### config.mk
export PLATFORM = sky130hd
export DESIGN_NAME = tsel_arbiter
export DESIGN_NICKNAME = d
export VERILOG_FILES = /design/src/rtl/tsel_pkg.sv /design/src/rtl/tsel_lru.sv /design/src/rtl/tsel_state.sv /design/src/rtl/tsel_pick.sv /design/src/rtl/tsel_arbiter.sv
export SDC_FILE = /design/constraint.sdc
export NUM_CORES = 1
export LEC_CHECK = 0
export BUFFER_PORTS_ARGS = -buffer_cell sky130_fd_sc_hd__buf_4
export CORE_MARGIN = 2
export CORE_UTILIZATION = 33
export DETAILED_ROUTE_END_ITERATION = 8
export GPL_ROUTABILITY_DRIVEN = 0
export PLACE_DENSITY = 0.6
export SLEW_MARGIN = 15
export SYNTH_ARGS = -nofsm -noshare
export SYNTH_HDL_FRONTEND = slang
export SYNTH_SLANG_ARGS = --single-unit
### constraint.sdc
create_clock -name clk -period 2.7 [get_ports clk]
set_input_delay 0.54 -clock clk [delete_from_list [all_inputs] [get_ports clk]]
set_output_delay 0.54 -clock clk [all_outputs]
set_load 0.02 [all_outputs]
### src/rtl/tsel_pkg.sv
// Package: shared sizing for the thread-select arbiter.
// Assumes the pipeline serves a small, fixed number of threads.
package tsel_pkg;
    parameter int NTHR = 4;
endpackage

### src/rtl/tsel_lru.sv
// Module: tsel_lru
// Keeps a pairwise age matrix. older[i][j] is set when thread i was
// granted less recently than thread j. The granted thread becomes the
// youngest. Assumes that grant is one-hot or zero.
module tsel_lru #(
    parameter int NTHR = tsel_pkg::NTHR
) (
    input  logic                       clk,
    input  logic                       rst_n,
    input  logic [NTHR-1:0]            grant,
    output logic [NTHR-1:0][NTHR-1:0]  older
);
    for (genvar i = 0; i < NTHR; i++) begin : g_row
        for (genvar j = 0; j < NTHR; j++) begin : g_col
            if (i == j) begin : g_diag
                assign older[i][j] = 1'b0;
            end else begin : g_pair
                logic bit_q;
                // Age relation of one pair: reset order, then update on grant.
                always_ff @(posedge clk) begin
                    if (!rst_n)        bit_q <= (i < j);
                    else if (grant[i]) bit_q <= 1'b0;
                    else if (grant[j]) bit_q <= 1'b1;
                end
                assign older[i][j] = bit_q;
            end
        end
    end
endmodule

### src/rtl/tsel_state.sv
// Module: tsel_state
// Per-thread hold-off state. Each thread has one flag for a pending
// long-latency operation and one for an unresolved late trap. When a
// deselect and a reselect arrive together, the deselect wins. The flush
// pulse is the trap input delayed by one cycle.
module tsel_state #(
    parameter int NTHR = tsel_pkg::NTHR
) (
    input  logic            clk,
    input  logic            rst_n,
    input  logic [NTHR-1:0] lat_start,
    input  logic [NTHR-1:0] lat_done,
    input  logic [NTHR-1:0] trap,
    input  logic [NTHR-1:0] trap_clr,
    output logic [NTHR-1:0] blocked,
    output logic [NTHR-1:0] flush
);
    for (genvar t = 0; t < NTHR; t++) begin : g_thr
        logic lat_wait_q;
        logic trap_wait_q;
        logic flush_q;

        // Long-latency hold: set on start, cleared on done; set wins.
        always_ff @(posedge clk) begin
            if (!rst_n)            lat_wait_q <= 1'b0;
            else if (lat_start[t]) lat_wait_q <= 1'b1;
            else if (lat_done[t])  lat_wait_q <= 1'b0;
        end

        // Trap hold: set on trap, cleared on resolve; set wins.
        always_ff @(posedge clk) begin
            if (!rst_n)           trap_wait_q <= 1'b0;
            else if (trap[t])     trap_wait_q <= 1'b1;
            else if (trap_clr[t]) trap_wait_q <= 1'b0;
        end

        // One-cycle flush pulse for the trapping thread.
        always_ff @(posedge clk) begin
            if (!rst_n) flush_q <= 1'b0;
            else        flush_q <= trap[t];
        end

        assign blocked[t] = lat_wait_q | trap_wait_q;
        assign flush[t]   = flush_q;
    end
endmodule

### src/rtl/tsel_pick.sv
// Module: tsel_pick
// Combinational choice. Non-speculative eligible threads are tried
// first and speculative ones only when none of those exist. Inside the
// chosen pool the thread that is older than every other pool member wins.
// Assumes that older is a consistent total order.
module tsel_pick #(
    parameter int NTHR = tsel_pkg::NTHR
) (
    input  logic [NTHR-1:0]           elig,
    input  logic [NTHR-1:0]           spec,
    input  logic [NTHR-1:0][NTHR-1:0] older,
    output logic [NTHR-1:0]           grant
);
    logic [NTHR-1:0] pool_ns;
    logic [NTHR-1:0] pool;

    // Pool choice: the speculative threads only as a fallback.
    always_comb begin
        pool_ns = elig & ~spec;
        pool    = (|pool_ns) ? pool_ns : elig;
    end

    for (genvar i = 0; i < NTHR; i++) begin : g_win
        logic [NTHR-1:0] beats;
        for (genvar j = 0; j < NTHR; j++) begin : g_cmp
            if (i == j) begin : g_self
                assign beats[j] = 1'b1;
            end else begin : g_other
                assign beats[j] = ~pool[j] | older[i][j];
            end
        end
        assign grant[i] = pool[i] & (&beats);
    end
endmodule

### src/rtl/tsel_arbiter.sv
// Module: tsel_arbiter (top)
// Chooses one of NTHR threads to issue each cycle into a shared pipeline.
// Eligible means ready and not held off. The grant is combinational, so
// a switch of thread costs no cycles. Assumes event inputs are one-cycle
// pulses that are sampled at the rising edge.
module tsel_arbiter #(
    parameter int NTHR = tsel_pkg::NTHR
) (
    input  logic            clk,
    input  logic            rst_n,
    input  logic [NTHR-1:0] thr_ready,
    input  logic [NTHR-1:0] thr_spec,
    input  logic [NTHR-1:0] lat_start,
    input  logic [NTHR-1:0] lat_done,
    input  logic [NTHR-1:0] trap,
    input  logic [NTHR-1:0] trap_clr,
    output logic [NTHR-1:0] grant,
    output logic            issue_vld,
    output logic [NTHR-1:0] flush
);
    logic [NTHR-1:0]           blocked;
    logic [NTHR-1:0]           elig;
    logic [NTHR-1:0][NTHR-1:0] older;

    tsel_state #(.NTHR(NTHR)) u_state (
        .clk       (clk),
        .rst_n     (rst_n),
        .lat_start (lat_start),
        .lat_done  (lat_done),
        .trap      (trap),
        .trap_clr  (trap_clr),
        .blocked   (blocked),
        .flush     (flush)
    );

    // Eligibility: ready and not held off.
    assign elig = thr_ready & ~blocked;

    tsel_pick #(.NTHR(NTHR)) u_pick (
        .elig  (elig),
        .spec  (thr_spec),
        .older (older),
        .grant (grant)
    );

    tsel_lru #(.NTHR(NTHR)) u_lru (
        .clk   (clk),
        .rst_n (rst_n),
        .grant (grant),
        .older (older)
    );

    // Issue strobe: any grant.
    assign issue_vld = |grant;
endmodule

==> load_flow_metrics.sql <==
INSERT INTO impl_metrics (metric_group, metric, value, unit) VALUES
('yosys', 'count_of_cell_types_in_the_netlist', '45', ''),
('route', 'remaining_drc_errors', '0', ''),
('yosys', 'synthesis.instances', '127', ''),
('setup_path', 'critical_path_start_end_classification', 'flip-flop to output pin', ''),
('min_path', 'min_delay_worst_endpoint', 'u_state.g_thr[0].lat_wait_q', ''),
('layout', 'antennaDiodeCount', '0', ''),
('layout', 'most-common-layout-cells', '58 x buf_4, 17 x dfxtp_1, 14 x nor2_1, 13 x inv_1, 11 x a21oi_1', ''),
('setup_path', 'rr_worst_depth', '8', ''),
('clocking', 'ctsLongestPathBuffers', '2', ''),
('setup_path', 'timing.critical_path.fanout_max', '5', ''),
('route', 'drt-vias-per-instance', '5.14', ''),
('global_routing', 'grt_start_max_net_pins', '16', ''),
('layout', 'fill_cells', '327', ''),
('min_path', 'worstHoldStart', 'lat_start[0]', ''),
('route', 'drtPass1Iterations', '4', ''),
('setup_path', 'critical_path_start_type', 'flip-flop', ''),
('setup_path', 'critical-path-top-delay-family', 'simple AND/OR/NAND/NOR gates', ''),
('global_routing', 'grt_pass1_wl', '5730', 'um'),
('sta', 'tightest_slew', '0.438', 'ns'),
('sta', 'fin_crit_sh', '107', '%'),
('sta', 'achievable-frequency', '347', 'MHz'),
('power_and_ir_drop', 'vdd_ir_drop_max', '0.273', 'mV'),
('setup_path', 'crit_path_cell_trace', 'or3b_4 > or3_1 > a211oi_2 > nor4_2 > or4_4 > buf_6', ''),
('yosys', 'mappedNetlistNets', '153', ''),
('clocking', 'worst_skew_pair_latency', '0.32', 'ns'),
('sta', 'setup_ws_post_layout', '-0.181', 'ns'),
('job', 'drv_cap', '0', ''),
('setup_path', 'worstSetupPathDepth', '6', ''),
('layout', 'layout_commonest_cell', 'buf_4', ''),
('die', 'floorplan.die.height', '64.5', 'um'),
('setup_path', 'crit_path_top_delay_cell', 'or4_4', ''),
('clocking', 'worst_setup_hold_path_clk_slew', '0.13', 'ns'),
('setup_path', 'cpPeakStageDelay', '0.42', 'ns'),
('die', 'dieWidth', '64.5', 'um'),
('route', 'num_vias', '1228', ''),
('yosys', 'number_of_warnings_issued_by_yosys', '0', ''),
('die', 'io_pins', '35', ''),
('power_and_ir_drop', 'total_power', '852', 'uW'),
('sta', 'min_period', '2.88', 'ns'),
('setup_path', 'crit-reg2reg-capture', 'u_lru.g_row[0].g_col[3].g_pair.bit_q', ''),
('global_routing', 'globalRouteTotalUtil', '17.8', '%'),
('setup_path', 'cp_num_buf_inv', '1', ''),
('placement', 'numPortBuffers', '34', ''),
('yosys', 'synth-seq-cells', '24', ''),
('global_routing', 'first_global_vias', '1245', ''),
('power_and_ir_drop', 'powerDensity', '446', 'nW/um2'),
('clocking', 'cts-buffers-inserted', '3', ''),
('placement', 'placed_cells_incl_taps', '228', ''),
('placement', 'place.detailed.hpwl', '2540', 'um'),
('setup_path', 'endpoint_kind', 'output pin', ''),
('power_and_ir_drop', 'power.static_leakage', '0.899', 'nW'),
('die', 'design.core.area', '3420', 'um2'),
('route', 'wl_per_cell', '14.0', 'um'),
('yosys', 'synth-seq-area-share', '39.8', '%'),
('setup_path', 'arrival_time_reported_for_the_critical_path_endpoint', '2.34', 'ns'),
('layout', 'syn2layout_area_growth', '58.2', '%'),
('route', 'drt_wirelength', '3340', 'um'),
('clocking', 'cts.sink_count', '24', ''),
('clocking', 'root_buffer', 'clkbuf_4', ''),
('setup_path', 'rrSetupSlack', '0.44', 'ns'),
('run_status', 'failing_checks', 'negative setup slack', ''),
('route', 'drt_iter0_drc', '40', ''),
('sta', 'timing.clock.skew', '0.0101', 'ns'),
('sta', 'rsz_0062_raised_after_global_routing', 'true', ''),
('sta', 'relSlewSlack', '70.7', '%'),
('global_routing', 'antenna_violations_before_repair', '0', ''),
('run_status', 'outcome', 'finished, violations left', ''),
('sta', 'finalSetupViolCount', '2', ''),
('yosys', 'syn_area_per_cell', '9.51', 'um2'),
('clocking', 'tritoncts', 'yes', ''),
('layout', 'drive_gt1_share', '53.9', '%');
## synth_stat cells (all sizes together)
library cell,count,area share [%]
nor3,1,0.41
o21ba,1,0.83
nor2,15,4.7
nand3,3,1.7
nand2b,2,1.0
o2111ai,1,0.73
o31ai,2,1.2
clkinv,1,0.31
or4,2,1.6
o2bb2ai,1,0.73
inv,14,4.4
dfxtp,24,40
a31oi,3,1.6
or4b,5,4.5
a22oi,1,0.62
or3,1,0.52
clkbuf,1,0.31
a32oi,1,0.73
o41ai,1,2.3
o22ai,1,0.52
nand2,2,0.62
a2bb2oi,3,2.2
or3b,3,2.6
o21ai,1,0.41
and2,4,2.1
a211oi,3,2.7
o21a,1,0.62
buf,4,2.5
o32ai,1,0.73
nor4b,5,5.9
nor4,2,2.3
o211a,3,2.5
o22a,1,0.73
a21oi,11,4.6
nor3b,1,0.62
a211o,1,0.73
## per-layer routing
| layer | part of all wire (%) | vias up | track usage [%] | routed length [um] |
|---|---|---|---|---|
| met5 | 0 | - | 0 | 0 |
| met4 | 2.0 | 0 | 7.45 | 68 |
| met3 | 4.0 | 6 | 2.43 | 134 |
| met2 | 52 | 33 | 30.5 | 1730 |
| met1 | 42 | 588 | 22.5 | 1410 |
| li1 | - | 601 | - | - |
## tightest hold or removal path, cell delays in order
cell and delay (ns):
buf_4 0.08, a21oi_1 0.03, nor2_1 0.07
## repair_timing
action / 4_1_cts / 5_1_grt
gates cloned: 0 / 0
buffers inserted: 6 / 3
setup endpoints to repair: 5 / 5
pin swaps: 10 / 3
hold endpoints to repair: 0 / 0
hold buffers: 0 / 0
resized for setup: 23 / 13
## report_power, final
group	leakage [nW]	total, mW	internal (mW)	switching (mW)
Combinational	0.683	0.279	0.159	0.120
Clock	0.0138	0.162	0.0524	0.110
Sequential	0.202	0.411	0.384	0.0275
## how the worst max path moves through the flow
| stage | from | to | slack [ns] |
|---|---|---|---|
| detailed placement | thr_ready[0] | issue_vld | -0.15 |
| global route | u_state.g_thr[0].trap_wait_q | issue_vld | -0.27 |
| CTS | u_state.g_thr[0].trap_wait_q | issue_vld | -0.19 |
| finish | u_state.g_thr[0].trap_wait_q | issue_vld | -0.18 |
| floorplan | thr_ready[0] | issue_vld | -0.03 |
| global placement | thr_spec[0] | issue_vld | -0.14 |
## registers in the layout, indices dropped and copies added, names as in the netlist
name	cells
u_state.g_thr.trap_wait_q	4
u_lru.g_row.g_col.g_pair.bit_q	12
u_state.g_thr.lat_wait_q	4
u_state.g_thr.flush_q	4
## logic make-up after synthesis
kind of cell	synth area share, %
AO/OA/AOI/OAI	24.4
AND/OR/NAND/NOR	28.4
flip-flops	39.8
buffers and inverters	7.46
## area by class of cell
type	instances	area, um2	area share [%]
repair buffers	68	548	28.7
flip-flops and latches	24	502	26.3
inverters	15	56.3	2.95
clock buffers	3	22.5	1.18
well taps	46	57.6	3.01
multi-input cells	83	724	37.9
## per-stage QoR
stage	utilization [%]	setup WS (ns)	TNS, ns	cell area [um2]	hold slack (ns)
after floorplan	-	-0.0348	-0.0348	1220	0.434
after global placement	49.5	-0.143	-0.187	1690	0.466
after detailed placement	49.5	-0.154	-0.213	1690	0.487
after CTS	53.4	-0.195	-0.227	1830	0.417
after global routing	55.9	-0.268	-0.600	1910	0.409
final	55.9	-0.181	-0.208	1910	0.414
(Power assumes the default switching activity.)
